--- src/rtl/sar_pkg.sv ---
package sar_pkg;
  localparam int RES_W      = 10;
  localparam int FAST_W     = 8;
  localparam int CYC_FULL   = 50;
  localparam int CYC_FAST   = 24;
  localparam int STEP_FULL_LG = 2;
  localparam int STEP_FAST_LG = 1;
  localparam int CHAN_N     = 8;
endpackage

--- src/rtl/sar_seq.sv ---
module sar_seq #(
  parameter int CYC_FULL     = sar_pkg::CYC_FULL,
  parameter int CYC_FAST     = sar_pkg::CYC_FAST,
  parameter int STEP_FULL_LG = sar_pkg::STEP_FULL_LG,
  parameter int STEP_FAST_LG = sar_pkg::STEP_FAST_LG,
  parameter int BITS_FULL    = sar_pkg::RES_W,
  parameter int BITS_FAST    = sar_pkg::FAST_W,
  localparam int CNT_W = $clog2(CYC_FULL + 1),
  localparam int IDX_W = $clog2(BITS_FULL)
) (
  input  logic             clk,
  input  logic             rst,
  input  logic             accept,
  input  logic             gate,
  input  logic             mcyc_en,
  input  logic             mode8,
  output logic             busy,
  output logic             mode_q,
  output logic             load_msb,
  output logic             decide,
  output logic [IDX_W-1:0] idx,
  output logic             finish
);
  localparam int SAMP_FULL = CYC_FULL - (BITS_FULL << STEP_FULL_LG);
  localparam int SAMP_FAST = CYC_FAST - (BITS_FAST << STEP_FAST_LG);
  localparam logic [CNT_W-1:0] TOT_FULL_C  = CNT_W'(CYC_FULL);
  localparam logic [CNT_W-1:0] TOT_FAST_C  = CNT_W'(CYC_FAST);
  localparam logic [CNT_W-1:0] SAMP_FULL_C = CNT_W'(SAMP_FULL);
  localparam logic [CNT_W-1:0] SAMP_FAST_C = CNT_W'(SAMP_FAST);
  localparam logic [CNT_W-1:0] MASK_FULL_C = CNT_W'((1 << STEP_FULL_LG) - 1);
  localparam logic [CNT_W-1:0] MASK_FAST_C = CNT_W'((1 << STEP_FAST_LG) - 1);

  logic             busy_q;
  logic [CNT_W-1:0] cnt_q;
  logic [CNT_W-1:0] total, samp, mask, rel;
  logic             tick;

  always_comb begin
    total = mode_q ? TOT_FAST_C  : TOT_FULL_C;
    samp  = mode_q ? SAMP_FAST_C : SAMP_FULL_C;
    mask  = mode_q ? MASK_FAST_C : MASK_FULL_C;
    tick  = busy_q && mcyc_en && !gate;
    rel   = cnt_q - samp;
    idx   = mode_q ? IDX_W'(rel >> STEP_FAST_LG) : IDX_W'(rel >> STEP_FULL_LG);
    load_msb = tick && (cnt_q == samp - 1'b1);
    decide   = tick && (cnt_q >= samp) && ((rel & mask) == mask);
    finish   = tick && (cnt_q == total - 1'b1);
  end

  always_ff @(posedge clk) begin
    if (rst) begin
      busy_q <= 1'b0;
      cnt_q  <= '0;
      mode_q <= 1'b0;
    end else if (gate) begin
      busy_q <= 1'b0;
      cnt_q  <= '0;
    end else if (accept) begin
      busy_q <= 1'b1;
      cnt_q  <= '0;
      mode_q <= mode8;
    end else if (tick) begin
      if (finish) begin
        busy_q <= 1'b0;
        cnt_q  <= '0;
      end else begin
        cnt_q <= cnt_q + 1'b1;
      end
    end
  end

  assign busy = busy_q;

  a_r8_count_runs_on: assert property (@(posedge clk) disable iff (rst)
    (busy_q && mcyc_en && !gate && (cnt_q != total - 1'b1)) |=> (cnt_q == $past(cnt_q) + 1'b1));
  a_r12_stall_hold: assert property (@(posedge clk) disable iff (rst)
    (busy_q && !mcyc_en && !gate && !accept) |=> $stable(cnt_q));
  a_r4_length: assert property (@(posedge clk) disable iff (rst)
    (busy_q && !gate && mcyc_en && (cnt_q == total - 1'b1)) |=> !busy_q);
endmodule

--- src/rtl/sar_trial.sv ---
module sar_trial #(
  parameter int RES_W  = sar_pkg::RES_W,
  parameter int FAST_W = sar_pkg::FAST_W,
  localparam int IDX_W = $clog2(RES_W)
) (
  input  logic             clk,
  input  logic             rst,
  input  logic             accept,
  input  logic             gate,
  input  logic             mode8,
  input  logic             load_msb,
  input  logic             decide,
  input  logic             finish,
  input  logic [IDX_W-1:0] idx,
  input  logic             cmp,
  output logic [RES_W-1:0] code_q,
  output logic [RES_W-1:0] code_next
);
  localparam logic [IDX_W-1:0] TOP_C  = IDX_W'(RES_W - 1);
  localparam logic [IDX_W-1:0] LSB_FAST_C = IDX_W'(RES_W - FAST_W);
  localparam logic [RES_W-1:0] MSB_ONE = RES_W'(1) << (RES_W - 1);

  logic [IDX_W-1:0] pos, lsb;

  always_comb begin
    pos = TOP_C - idx;
    lsb = mode8 ? LSB_FAST_C : '0;
    code_next = code_q;
    if (!cmp) code_next[pos] = 1'b0;
    if (pos > lsb) code_next[pos - 1'b1] = 1'b1;
  end

  always_ff @(posedge clk) begin
    if (rst || gate || accept || finish) code_q <= '0;
    else if (load_msb) code_q <= MSB_ONE;
    else if (decide) code_q <= code_next;
  end

  a_r5_fast_low_zero: assert property (@(posedge clk) disable iff (rst)
    mode8 |-> (code_q[RES_W-FAST_W-1:0] == '0));
  a_r7_msb_first: assert property (@(posedge clk) disable iff (rst)
    (load_msb && !accept) |=> (code_q == MSB_ONE));
endmodule

--- src/rtl/sar_result.sv ---
module sar_result #(
  parameter int RES_W  = sar_pkg::RES_W,
  parameter int FAST_W = sar_pkg::FAST_W,
  localparam int LO_W = RES_W - FAST_W
) (
  input  logic              clk,
  input  logic              rst,
  input  logic              accept,
  input  logic              gate,
  input  logic              finish,
  input  logic              mode8,
  input  logic [RES_W-1:0]  code_next,
  output logic [FAST_W-1:0] hi_q,
  output logic [LO_W-1:0]   lo_q,
  output logic              done_q
);
  always_ff @(posedge clk) begin
    if (rst) begin
      hi_q   <= '0;
      lo_q   <= '0;
      done_q <= 1'b0;
    end else if (gate || accept) begin
      done_q <= 1'b0;
    end else if (finish) begin
      hi_q   <= code_next[RES_W-1:LO_W];
      lo_q   <= mode8 ? '0 : code_next[LO_W-1:0];
      done_q <= 1'b1;
    end
  end

  a_r9_start_clears_done: assert property (@(posedge clk) disable iff (rst)
    accept |=> !done_q);
  a_r11_gate_clears_done: assert property (@(posedge clk) disable iff (rst)
    gate |=> !done_q);
  a_r11_result_kept: assert property (@(posedge clk) disable iff (rst)
    gate |=> ($stable(hi_q) && $stable(lo_q)));
  a_r9_done_sticky: assert property (@(posedge clk) disable iff (rst)
    (done_q && !accept && !gate) |=> done_q);
endmodule

--- src/rtl/sar_adc_ctrl.sv ---
module sar_adc_ctrl #(
  parameter int RES_W  = sar_pkg::RES_W,
  parameter int FAST_W = sar_pkg::FAST_W,
  parameter int CHAN_N = sar_pkg::CHAN_N,
  localparam int CH_W = $clog2(CHAN_N),
  localparam int LO_W = RES_W - FAST_W
) (
  input  logic              clk,
  input  logic              rst,
  input  logic              start_i,
  input  logic [CH_W-1:0]   chan_i,
  input  logic              mode8_i,
  input  logic              idle_i,
  input  logic              idle_keep_i,
  input  logic              mcyc_en_i,
  input  logic              cmp_i,
  output logic [RES_W-1:0]  dac_code_o,
  output logic [CH_W-1:0]   chan_sel_o,
  output logic              busy_o,
  output logic              done_o,
  output logic [FAST_W-1:0] res_hi_o,
  output logic [LO_W-1:0]   res_lo_o
);
  localparam int IDX_W = $clog2(RES_W);

  logic             gate, accept, busy, mode_q, load_msb, decide, finish;
  logic [IDX_W-1:0] idx;
  logic [RES_W-1:0] code_next;
  logic [CH_W-1:0]  chan_q;

  assign gate   = idle_i && !idle_keep_i;
  assign accept = start_i && !busy && !gate;

  always_ff @(posedge clk) begin
    if (rst) chan_q <= '0;
    else if (accept) chan_q <= chan_i;
  end

  sar_seq #(
    .BITS_FULL(RES_W), .BITS_FAST(FAST_W)
  ) u_seq (
    .clk(clk), .rst(rst), .accept(accept), .gate(gate), .mcyc_en(mcyc_en_i),
    .mode8(mode8_i), .busy(busy), .mode_q(mode_q), .load_msb(load_msb),
    .decide(decide), .idx(idx), .finish(finish)
  );

  sar_trial #(.RES_W(RES_W), .FAST_W(FAST_W)) u_trial (
    .clk(clk), .rst(rst), .accept(accept), .gate(gate), .mode8(mode_q),
    .load_msb(load_msb), .decide(decide), .finish(finish), .idx(idx),
    .cmp(cmp_i), .code_q(dac_code_o), .code_next(code_next)
  );

  sar_result #(.RES_W(RES_W), .FAST_W(FAST_W)) u_res (
    .clk(clk), .rst(rst), .accept(accept), .gate(gate), .finish(finish),
    .mode8(mode_q), .code_next(code_next), .hi_q(res_hi_o), .lo_q(res_lo_o),
    .done_q(done_o)
  );

  assign chan_sel_o = chan_q;
  assign busy_o     = busy;

  a_r2_chan_held: assert property (@(posedge clk) disable iff (rst)
    busy |=> $stable(chan_sel_o));
  a_r11_gated_idle: assert property (@(posedge clk) disable iff (rst)
    gate |=> (!busy_o && (dac_code_o == '0)));
  a_r8_no_double_start: assert property (@(posedge clk) disable iff (rst)
    (busy && start_i && !gate && !finish) |=> busy_o);
endmodule

--- config.mk ---
export PLATFORM = sky130hd
export DESIGN_NAME = sar_adc_ctrl
export DESIGN_NICKNAME = d
export VERILOG_FILES = /design/src/rtl/sar_pkg.sv /design/src/rtl/sar_seq.sv /design/src/rtl/sar_trial.sv /design/src/rtl/sar_result.sv /design/src/rtl/sar_adc_ctrl.sv
export SDC_FILE = /design/constraint.sdc
export NUM_CORES = 1
export LEC_CHECK = 0
export BUFFER_PORTS_ARGS = -buffer_cell sky130_fd_sc_hd__buf_2
export CELL_PAD_IN_SITES_DETAIL_PLACEMENT = 2
export CELL_PAD_IN_SITES_GLOBAL_PLACEMENT = 2
export CORE_MARGIN = 5
export CORE_UTILIZATION = 29
export DETAILED_ROUTE_END_ITERATION = 8
export PLACE_DENSITY_LB_ADDON = 0.08
export SLEW_MARGIN = 30
export SYNTH_ARGS = -nofsm -noshare
export SYNTH_HDL_FRONTEND = slang
export SYNTH_SLANG_ARGS = --single-unit
--- constraint.sdc ---
create_clock -name clk -period 3.1 [get_ports clk]
set_input_delay 0 -clock clk [delete_from_list [all_inputs] [get_ports clk]]
set_output_delay 0 -clock clk [all_outputs]
set_load 0.01 [all_outputs]
# == After elaboration in Yosys (flattened, before gate mapping) ==
# Index checks and enable logic that the tools add are counted.
# totals
input_bits,11
wordCells,76
out_inout_bits,25
reg_bits,32
# op_classes
eq_ne,3
mux,18
reduce_logical,28
addsub,6
order_cmp,6
bitwise_logic,6
# op_table
operator,count
10-bit 2-to-1 mux,4
6-bit == test,3
6-bit 2-to-1 mux,2
6-bit by 1-bit subtractor with 6-bit output (second input constant),2
1-bit logical AND,11
10-bit bitwise AND,1
4-bit by 5-bit < comparator with 1-bit output (second input constant),2
10-bit NOT,1
10-bit OR,1
1-bit demux with 4-bit select,2
4-bit by 1-bit >= comparator with 1-bit output (second input constant),2
2-bit 2-to-1 mux,4
6-bit by 1-bit adder with 6-bit output (second input constant),1
6-bit bitwise AND,1
6-bit >= comparator,1
2-bit AND reduction,3
2-bit nonzero test,3
2-bit OR reduction,3
6-bit subtractor,1
1-bit 2-to-1 mux,5
4-bit > comparator,1
1-bit logical OR,4
4-bit 2-to-1 mux,1
4-bit by 1-bit subtractor with 4-bit output (second input constant),1
other kinds (4),7

# == Depth between registers and ports, before layout ==
# Gate-level depths: netlist of run 1.
# logic_depth
depth_word,15
ltp_mapped,16
ltp_nobuf,15

# == Hierarchy ==
# A second synthesis of run 1 with hierarchy kept.
# hier_totals
hier_cells,238
hier_area_um2,2093.3
# by_module_without_submodules
module,n_inst,cells_per_inst,area_each_um2,seq_area_each_um2
sar_trial,1,106,824.5,200.2
sar_seq,1,71,594.3,160.2
sar_result,1,47,514.2,220.2
sar_adc_ctrl,1,14,160.2,60.1

# == Worst setup path before layout of run 1 ==
# Ideal clock, no wire load.
# synth_timing
path_kind,register -> register
start,register u_seq.mode_q
end,register u_trial.code_q[7]
arrival_ns,2.959
t_required_ns,3.027
setup_slack_ns,0.068
synth_period_minus_slack_ns,3.032
stages_incl_launch_ff,16
path_cell_list,dfxtp_1 -> buf_2 -> inv_1 -> ha_1 -> ha_1 -> clkbuf_1 -> nor2_1 -> nor2_1 -> ha_1 -> xor2_1 -> or3_4 -> a21oi_4 -> a2111oi_2 -> o41ai_2 -> nor2_1 -> nor3_2
# synth_between
elab_chain_cells,13
elab_cells_between_ends,37
cone_classes,add/sub (5); order compare (6); eq/ne (3); mux (11); bitwise (4); reduce/logical (8)
# synth_rtl
item,line,text
"start, declared",sar_seq.sv:18,"output logic mode_q,"
"start signal, assigned",sar_seq.sv:61,mode_q <= mode8;
branches (longest 13 deep; another with 6-bit subtractor),n/a,
"end signal, assigned",sar_trial.sv:36,else if (decide) code_q <= code_next;
"end, declared",sar_trial.sv:16,"output logic [RES_W-1:0] code_q,"
# Several ways; the timed one is not identified.
# A chain may end at the register's enable or synchronous reset.

# == Worst setup path in the final report of run 1 ==
# layout_timing
start,register u_seq.mode_q
end,register u_trial.code_q[8]
# Same word-level chain as after synthesis.

==> results.json, run 1 <==
{
  "status": "complete, no violations",
  "internal_power_mw": 0.674,
  "syn_avg_cell_area_um2": 7.92,
  "finalSetupViolations": 0,
  "dp_cells": 362,
  "p_sw_mw": 0.262,
  "yosys_most_used_dff": "dfxtp_1",
  "diodes": 0,
  "grt_pass1_vias": 2142,
  "vdd_drop_max_uv": 230,
  "swShare": 0.280,
  "grt_antenna_before_repair": 0,
  "ys_warn_count": 0,
  "syn_area_mm2": 0.00193,
  "reg2reg_to": "u_trial.code_q[8]",
  "synth_nets": 260,
  "die_w_um": 91.5,
  "crit_arrival_ns": 3.17,
  "synth_edf_count": 0,
  "antenna_left": 0,
  "seq_area_frac_synth": 0.333,
  "crit_path_end_kind": "register",
  "synth_seq_cells": 32,
  "crit_fanout": 4,
  "grt_start_max_net_pins": 18,
  "row_count": 29,
  "grt.overflow.total": 0,
  "period_share": 0.959,
  "syn_inst": 243,
  "place_congestion": 0.794,
  "syn_to_final_growth_pct": 30.1,
  "hold_class": "in2reg",
  "fp.dieH_um": 91.5,
  "dpl.hpwl_mm": 4.97,
  "cts_buffer_depth": 2,
  "start_util": 0.300,
  "tightest_slew_ns": 0.695,
  "power_density_mw_per_mm2": 373,
  "dr.pass1.iters": 4,
  "timing.final.ws_setup_ns": 0.128,
  "crit_required_ns": 3.30,
  "pwr-share-comb": 0.173,
  "drt_iter0_markers": 53,
  "vias_per_cell": 5.32,
  "startpoint": "u_seq.mode_q",
  "grt_pass1_wl_mm": 10.7,
  "clkLatencyLatePin_ns": 0.28,
  "clk_pin_slew_ns": 0.07,
  "drive_gt1_frac": 0.289,
  "p_leak_nw": 0.980,
  "final_cells": 375,
  "period_needed_ns": 2.97,
  "cpMaxStageDelayCell": "or3_4",
  "reg2reg_from": "u_seq.mode_q",
  "cts_buffers": 5,
  "nFillCells": 754,
  "die-area_mm2": 0.00837,
  "htree_levels": 2,
  "crit_type": "reg2reg",
  "wl_per_cell_um": 18.0,
  "r2r_setup_slack_ns": 0.13,
  "timing.fmax_mhz": 336,
  "clock_skew_ns": 0.00383,
  "cts_tree": "done",
  "hold_viol_final": 0,
  "slew_headroom": 0.536,
  "endpoint": "u_trial.code_q[8]",
  "clockPowerShare": 0.381,
  "drc_errors": 0,
  "r2r_cells": 14,
  "portBuffers": 35,
  "synth_cell_types": 52,
  "dp_slack_ns": -0.125,
  "slew_viol_final": 0,
  "root_buffer": "clkbuf_8",
  "wl_mm": 6.73,
  "cts_sinks": 32,
  "pin_count": 36,
  "p_seq_frac": 0.447,
  "startpoint_type": "register",
  "cp_slowest_stage_delay_ns": 0.35,
  "drv_cap": 0,
  "path_cells": "inv_1 > ha_2 > ha_4 > xor2_1 > nor2_1 > nor2_1 > ha_2 > xor2_2 > or3_4 > a21oi_4 > a2111oi_4 > nor3b_2 > nand3b_1 > a31oi_1",
  "ys_async_sr_fraction": 0,
  "vias": 1995,
  "gr-usage-all-layers": 0.157,
  "core_area_mm2": 0.00642,
  "nets": 315
}
## placed cells by master (no fill, tap or decap), types with 2 or more instances in the layout
| cell type | synthesis | final |
|---|---|---|
| o21ai_1 | 1 | 6 |
| nor3b_2 | 1 | 2 |
| dlygate4sd3_1 | 0 | 4 |
| o21ai_0 | 20 | 15 |
| nor2_1 | 35 | 34 |
| mux2i_1 | 4 | 4 |
| dfxtp_1 | 32 | 32 |
| clkbuf_8 | 0 | 7 |
| ha_2 | 0 | 2 |
| nand2_1 | 27 | 27 |
| xor2_2 | 1 | 3 |
| xor2_1 | 4 | 2 |
| nor2b_1 | 4 | 4 |
| a31oi_1 | 12 | 12 |
| and2_1 | 5 | 5 |
| nand3_1 | 10 | 10 |
| xnor2_1 | 6 | 5 |
| buf_2 | 3 | 35 |
| o41ai_4 | 0 | 2 |
| a21oi_1 | 11 | 11 |
| nand2b_1 | 4 | 4 |
| a211oi_1 | 2 | 2 |
| inv_1 | 8 | 8 |
| buf_4 | 2 | 22 |
| nand4_1 | 2 | 2 |
| a32o_1 | 2 | 2 |
| a311oi_1 | 3 | 3 |
| nand3b_1 | 2 | 2 |
| ha_1 | 6 | 3 |
| nor3_1 | 3 | 3 |
## metrics by stage
stage	total power [mW]	area [um2]	setup TNS (ns)	hold slack (ns)	util
3_5_place_dp	0.567	2260	-0.226	0.251	0.353
4_1_cts	0.936	2410	0	0.0289	0.375
5_1_grt	0.988	2510	-0.745	0.0526	0.390
3_3_place_gp	0.563	2260	0	0.236	0.353
6_report	0.935	2510	0	0.0315	0.390
2_1_floorplan	0.514	1930	0	0.147	-
## repair_timing
action                                  in CTS  in global routing
pin swaps                                    1                  9
resized for setup                            1                 17
setup buffers                                0                  2
endpoints found under the setup margin       6                 19
hold buffers                                 4                  0
endpoints found under the hold margin        4                  0
## layout make-up
class                   instances  area (um2)  share of cell area
well taps                      77        96.3              0.0384
multi-input cells             189        1260               0.502
clock buffers                   7        96.3              0.0384
flip-flops and latches         32         641               0.256
inverters                       9        33.8              0.0135
repair buffers                 61         380               0.152
## critical path: cells and delay by family, from the launching register on
kind | cells | cell delay [ns]
flops | 1 | 0.34
simple gates | 5 | 1.03
fa+ha+maj | 3 | 0.65
buf+inv | 1 | 0.07
xor+xnor | 2 | 0.29
compound gates | 3 | 0.52
## cells by family after synthesis
group / Yosys count / share of synthesized area
XOR/XNOR: 11 / 0.0539
flip-flops: 32 / 0.333
adder cells (fa/ha/maj): 6 / 0.0390
buffers and inverters: 22 / 0.0604
AND/OR/NAND/NOR: 101 / 0.257
multiplexers: 4 / 0.0208
AO/OA/AOI/OAI: 67 / 0.237
## synth_stat cells (all sizes together) (2+ instances only)
cell type	instances	area, um2
nor2b	4	25.0
ha	6	75.1
xnor2	6	52.6
nand3b	2	15.0
a2111oi	2	25.0
a21oi	13	80.1
and2	5	31.3
a311oi	3	26.3
o21ai	22	114
a211oi	2	15.0
xor2	5	51.3
buf	8	63.8
nor2	35	131
a31oi	12	75.1
clkbuf	5	18.8
nand3	10	50.1
nand2b	5	33.8
inv	8	30.0
nor3	4	25.0
nor3b	3	27.5
o41ai	2	25.0
nand2	27	101
mux2i	4	40.0
dfxtp	32	641
a32o	2	20.0
nand4	2	12.5
## per-layer routing
layer	vias to the layer above	wire, um	track usage
met4	0	54	0.0415
met3	6	318	0.0240
met1	994	3210	0.207
met2	36	3150	0.266
li1	959	-	-
met5	-	0	0
## power by group through the flow
stage,clock network (mW),logic (mW),registers (mW)
after global routing,0.393,0.177,0.418
after detailed placement,0,0.140,0.427
after CTS,0.373,0.145,0.418
final,0.356,0.161,0.418
after floorplan,0,0.0859,0.428
after global placement,0,0.136,0.427
## flip-flops by register name (all words and copies together) (netlist names)
register	cells
u_seq.mode_q	1
u_res.lo_q	2
u_res.done_q	1
u_trial.code_q	10
chan_sel_o	3
u_res.hi_q	8
u_seq.cnt_q	6
u_seq.busy	1
## how the worst min path moves through the flow
stage | from | endpoint | cells after the start
4_1_cts | rst | chan_sel_o[1] | 2
3_5_place_dp | chan_i[0] | chan_sel_o[0] | 3
3_3_place_gp | chan_i[2] | chan_sel_o[2] | 3
5_1_grt | rst | chan_sel_o[1] | 2
6_report | rst | chan_sel_o[1] | 2
2_1_floorplan | chan_i[0] | chan_sel_o[0] | 2
(Power assumes the default switching activity.)
==> run 2, diff against run 1 <==
Settings changed: CORE_MARGIN 5 to default.
==> run 2 against run 1 <==
Against the previous run: die area fell by 17%; sequential share of layout area rose by 0.063 points; critical endpoint is now u_trial.code_q[7]; non-clock buffer count fell by 2; cell count fell by 0.27%; hold slack got worse by 0.014 ns; first-iteration DRC count rose by 34%; sequential cell count did not move; count of clock-buffer cells in the layout fell by 1; routed wire length fell by 1.2%; clock power rose by 14%; utilization rose by 0.20 points; total power rose by 5.3%.
==> results.json, run 2 (synthesis gave the netlist of run 1 again) <==
{
  "syn_to_final_growth_pct": 30.1,
  "crit_fanout": 4,
  "met2_usage": 0.316,
  "hold_depth": 2,
  "die-area_mm2": 0.00697,
  "crit_required_ns": 3.27,
  "core_area_mm2": 0.00639,
  "hold_path.startpoint": "rst",
  "crit_path_end_kind": "register",
  "grt.overflow.total": 0,
  "wl_mm": 6.65,
  "layout_commonest_cell": "buf_2",
  "dp_slack_ns": -0.0838,
  "rsz0062_at_grt": "true",
  "cts_tree": "done",
  "timing.fmax_mhz": 336,
  "final_cells": 374,
  "top_register": "u_trial.code_q",
  "dp_cells": 363,
  "nets": 313,
  "clock_skew_ns": 0.00776,
  "wl_per_cell_um": 17.8,
  "cts_buffer_depth": 2,
  "grt_pass1_wl_mm": 10.8,
  "portBuffers": 35,
  "busiest_layer": "met2",
  "gr-usage-all-layers": 0.199,
  "row_count": 29,
  "vias_per_cell": 5.26,
  "crit_type": "reg2reg",
  "grt_pass1_vias": 2067,
  "htree_levels": 2,
  "drv_cap": 0,
  "antenna_left": 0,
  "cts_buffers": 5,
  "cts_sinks": 32,
  "start_util": 0.302,
  "p_leak_nw": 0.982,
  "fin_util": 0.392,
  "die_w_um": 83.5,
  "grt_antenna_before_repair": 0,
  "finalSetupViolations": 0,
  "timing.final.ws_setup_ns": 0.123,
  "reg2reg_from": "u_seq.mode_q",
  "diodes": 0,
  "drt_iter0_markers": 71,
  "clkLatencyLatePin_ns": 0.29,
  "grtUsageMet1": 0.279,
  "largest_reg_flops": 10,
  "gr-usage-met3": 0.0356,
  "power_mw": 0.985,
  "slew_headroom": 0.512,
  "pin_count": 36,
  "final_cell_mix": "buf_2, nor2_1, dfxtp_1, nand2_1, buf_4",
  "clk_pin_slew_ns": 0.08,
  "dpl.hpwl_mm": 4.95,
  "hold_class": "in2reg",
  "vias": 1969,
  "dr.pass1.iters": 4,
  "drive_gt1_frac": 0.306,
  "hold_viol_final": 0,
  "place_congestion": 0.777,
  "startpoint_type": "register",
  "period_needed_ns": 2.98,
  "period_share": 0.960,
  "grt_start_max_net_pins": 18,
  "slew_viol_final": 0,
  "startpoint": "u_seq.mode_q",
  "fp.dieH_um": 83.5,
  "status": "complete, no violations",
  "root_buffer": "clkbuf_8",
  "tightest_slew_ns": 0.729,
  "r2r_cells": 15,
  "vdd_drop_max_uv": 222,
  "crit_arrival_ns": 3.14,
  "power_density_mw_per_mm2": 393,
  "drc_errors": 0,
  "post-cts-setup-buffer-count": 0,
  "top_regs": "u_trial.code_q (10), u_res.hi_q (8), u_seq.cnt_q (6)"
}
## run 2: per-layer routing
metal / vias to the layer above / part of all wire
li1: 961 / -
met1: 977 / 0.50
met2: 25 / 0.47
met3: 6 / 0.025
met4: 0 / 0.011
met5: - / 0
## run 2: path summary, 6_finish.rpt
| check | end | slack (ns) |
|---|---|---|
| setup / recovery | u_trial.code_q[7] | 0.12 |
| hold / removal | chan_sel_o[2] | 0.02 |
| setup reg to reg | u_trial.code_q[7] | 0.12 |
| hold reg to reg | u_res.lo_q[0] | 0.46 |
## run 2: final cells by class
cell class | count | area (um2)
Tap cell | 77 | 96.3
Timing Repair Buffer | 59 | 363
Multi-Input combinational cell | 189 | 1260
Fill cell | 759 | 3880
Inverter | 9 | 33.8
Clock buffer | 6 | 72.6
Sequential cell | 32 | 642
Clock inverter | 2 | 35.0
## run 2: through the flow
stage	cell area (um2)	TNS, ns	hold slack, ns
3_5_place_dp	2270	-0.317	0.250
2_1_floorplan	1930	0	0.147
4_1_cts	2420	0	0.0130
6_report	2500	0	0.0172
5_1_grt	2500	-0.441	0.0338
3_3_place_gp	2270	0	0.235
## run 2: worst max-delay path, cell delays in order (launching register included)
cell and delay, ns:
dfxtp_2 0.33, inv_2 0.08, ha_4 0.15, ha_4 0.14, nand2_1 0.08, o21ai_0 0.15
o32ai_2 0.13, a21oi_2 0.16, ha_2 0.25, xnor2_2 0.13, nand3_1 0.09, nor3b_2 0.21
o41ai_1 0.57, o41ai_4 0.17, nor2_1 0.15, nor3_2 0.05
## run 2: what timing repair did
item,CTS,global route
hold buffers,3,0
setup endpoints to repair,15,19
resized for setup,4,18
cloned,0,0
pin swaps,0,6
endpoints found under the hold margin,3,0
## run 2: where the power goes
group / internal (mW) / switching, mW / total (mW)
clock: 0.239 / 0.168 / 0.407
combinational: 0.0588 / 0.101 / 0.159
sequential: 0.415 / 0.00298 / 0.418
==> run 3, diff against run 2 <==
Settings changed: CELL_PAD_IN_SITES_DETAIL_PLACEMENT 2 to 0, CELL_PAD_IN_SITES_GLOBAL_PLACEMENT 2 to 1, CORE_UTILIZATION 29 to 36.
==> run 3 against run 2 <==
Against the previous run: first-iteration DRC count decreased by 7.0%; largest power group unchanged; utilization increased by 8.1 points; critical path depth increased by 1; die area decreased by 19%; largest cell class unchanged; sequential power about the same.
==> results.json, run 3 (synthesis gave the netlist of run 1 again) <==
{
  "cp_slowest_stage_delay_ns": 0.37,
  "top_register": "u_trial.code_q",
  "cts_buffers": 5,
  "crit_required_ns": 3.27,
  "final_cell_mix": "buf_2, nor2_1, dfxtp_1, nand2_1, o21ai_0",
  "cts_buffer_depth": 2,
  "timing.final.ws_setup_ns": 0.181,
  "holdPathEnd": "u_seq.mode_q",
  "cts_sinks": 32,
  "hold_path.startpoint": "mode8_i",
  "nets": 305,
  "dpl.hpwl_mm": 3.85,
  "grt_pass1_wl_mm": 8.55,
  "finalSetupViolations": 0,
  "tightest_slew_ns": 0.649,
  "dpl_cell_area_mm2": 0.00220,
  "start_util": 0.375,
  "syn_to_final_growth_pct": 26.3,
  "slew_headroom": 0.566,
  "vias_per_cell": 5.25,
  "grt_pass1_vias": 1735,
  "grt.overflow.total": 0,
  "period_needed_ns": 2.92,
  "timing.fmax_mhz": 343,
  "drive_gt1_frac": 0.263,
  "power_density_mw_per_mm2": 399,
  "gr-usage-all-layers": 0.206,
  "reg2reg_to": "u_trial.code_q[7]",
  "wl_per_cell_um": 14.9,
  "root_buffer": "clkbuf_8",
  "reg2reg_from": "u_seq.mode_q",
  "period_share": 0.941,
  "clkLatencyLatePin_ns": 0.29,
  "hold_depth": 3,
  "crit_path_end_kind": "register",
  "r2r_setup_slack_ns": 0.18,
  "vias": 1883,
  "clock_skew_ns": 0.00895,
  "place_congestion": 0.776,
  "top_regs": "u_trial.code_q (10), u_res.hi_q (8), u_seq.cnt_q (6)",
  "finalInstanceArea_mm2": 0.00243,
  "grt_antenna_before_repair": 0,
  "dr.pass1.iters": 4,
  "dp_slack_ns": 0.0391,
  "drt_iter0_markers": 66,
  "multi_input_area_mm2": 0.00126,
  "cpMaxStageDelayCell": "o41ai_4",
  "htree_levels": 2,
  "hold_viol_final": 0,
  "fin_util": 0.473,
  "crit_fanout": 4,
  "nFillCells": 557,
  "vdd_drop_max_uv": 274,
  "grt_start_max_net_pins": 18,
  "register_area_um2": 641,
  "crit_top_cell": "ha_2",
  "hold_class": "in2reg",
  "row_count": 26,
  "pin_count": 36,
  "largest_reg_flops": 10,
  "r2r_cells": 16,
  "status": "complete, no violations",
  "slew_viol_final": 0,
  "wl_mm": 5.34,
  "die-area_mm2": 0.00565,
  "p_leak_nw": 0.936,
  "antenna_left": 0,
  "drc_errors": 0,
  "die_w_um": 75.1,
  "core_area_mm2": 0.00514,
  "crit_arrival_ns": 3.09,
  "drv_cap": 0,
  "clk_pin_slew_ns": 0.08,
  "layout_commonest_cell": "buf_2",
  "startpoint_type": "register",
  "crit_type": "reg2reg",
  "path_cells": "inv_1 > ha_2 > ha_2 > nand2_1 > o21ai_0 > o32ai_1 > a21oi_1 > ha_2 > xor2_1 > or3_4 > a21oi_4 > buf_4 > o41ai_4 > o41ai_4 > nor2_1 > nor3_2",
  "portBuffers": 35,
  "diodes": 0,
  "cts_tree": "done",
  "fp.dieH_um": 75.1
}
run 3: routing by layer:
layer	global-route usage	share of wire	up-vias
met1	0.301	0.51	869
li1	-	-	949
met2	0.299	0.43	57
met4	0.0617	0.014	0
met5	0	0	-
met3	0.0482	0.055	8
run 3: how the worst max path moves through the flow:
| stage | startpoint | to | slack, ns | depth (start not counted) |
|---|---|---|---|---|
| final | u_seq.mode_q | u_trial.code_q[7] | 0.18 | 16 |
| after global routing | u_seq.mode_q | u_trial.code_q[8] | -0.03 | 15 |
| after CTS | u_seq.mode_q | u_trial.code_q[7] | 0.01 | 15 |
| after detailed placement | u_seq.mode_q | u_trial.code_q[7] | 0.04 | 15 |
| after global placement | u_seq.mode_q | u_trial.code_q[7] | 0.07 | 15 |
| after floorplan | u_seq.mode_q | u_trial.code_q[7] | 0.07 | 15 |
run 3: layout make-up:
| type | instances | share of cell area |
|---|---|---|
| Timing Repair Buffer | 51 | 0.124 |
| Clock buffer | 5 | 0.0283 |
| Multi-Input combinational cell | 189 | 0.516 |
| Tap cell | 70 | 0.0360 |
| Inverter | 9 | 0.0139 |
| Clock inverter | 3 | 0.0175 |
| Sequential cell | 32 | 0.263 |
run 3: timing repair:
action	in CTS	in global routing
buffers inserted	0	1
resized for setup	0	14
hold endpoints to repair	3	0
setup endpoints to repair	0	17
hold buffers	3	0
run 3: stage by stage:
step,std cells,hold WS [ns],setup TNS [ns],power (mW)
final,359,0.0165,0,0.970
after global routing,359,0.0209,-0.100,1.01
after CTS,358,0.0209,0,0.965
after detailed placement,347,0.252,0,0.552
after global placement,347,0.233,0,0.553
after floorplan,243,0.147,0,0.514
run 3: report_power, final:
| part | internal (mW) | switching, mW | total, mW |
|---|---|---|---|
| logic | 0.0496 | 0.0927 | 0.142 |
| registers | 0.415 | 0.00250 | 0.418 |
| clock network | 0.238 | 0.172 | 0.410 |
run 3: critical path: cells and delay by family (launching register included):
| kind | cells | cell delay (ns) |
|---|---|---|
| compound gates | 6 | 1.01 |
| fa+ha+maj | 3 | 0.64 |
| simple gates | 4 | 0.44 |
| flops | 1 | 0.32 |
| buf+inv | 2 | 0.23 |
| xor+xnor | 1 | 0.18 |
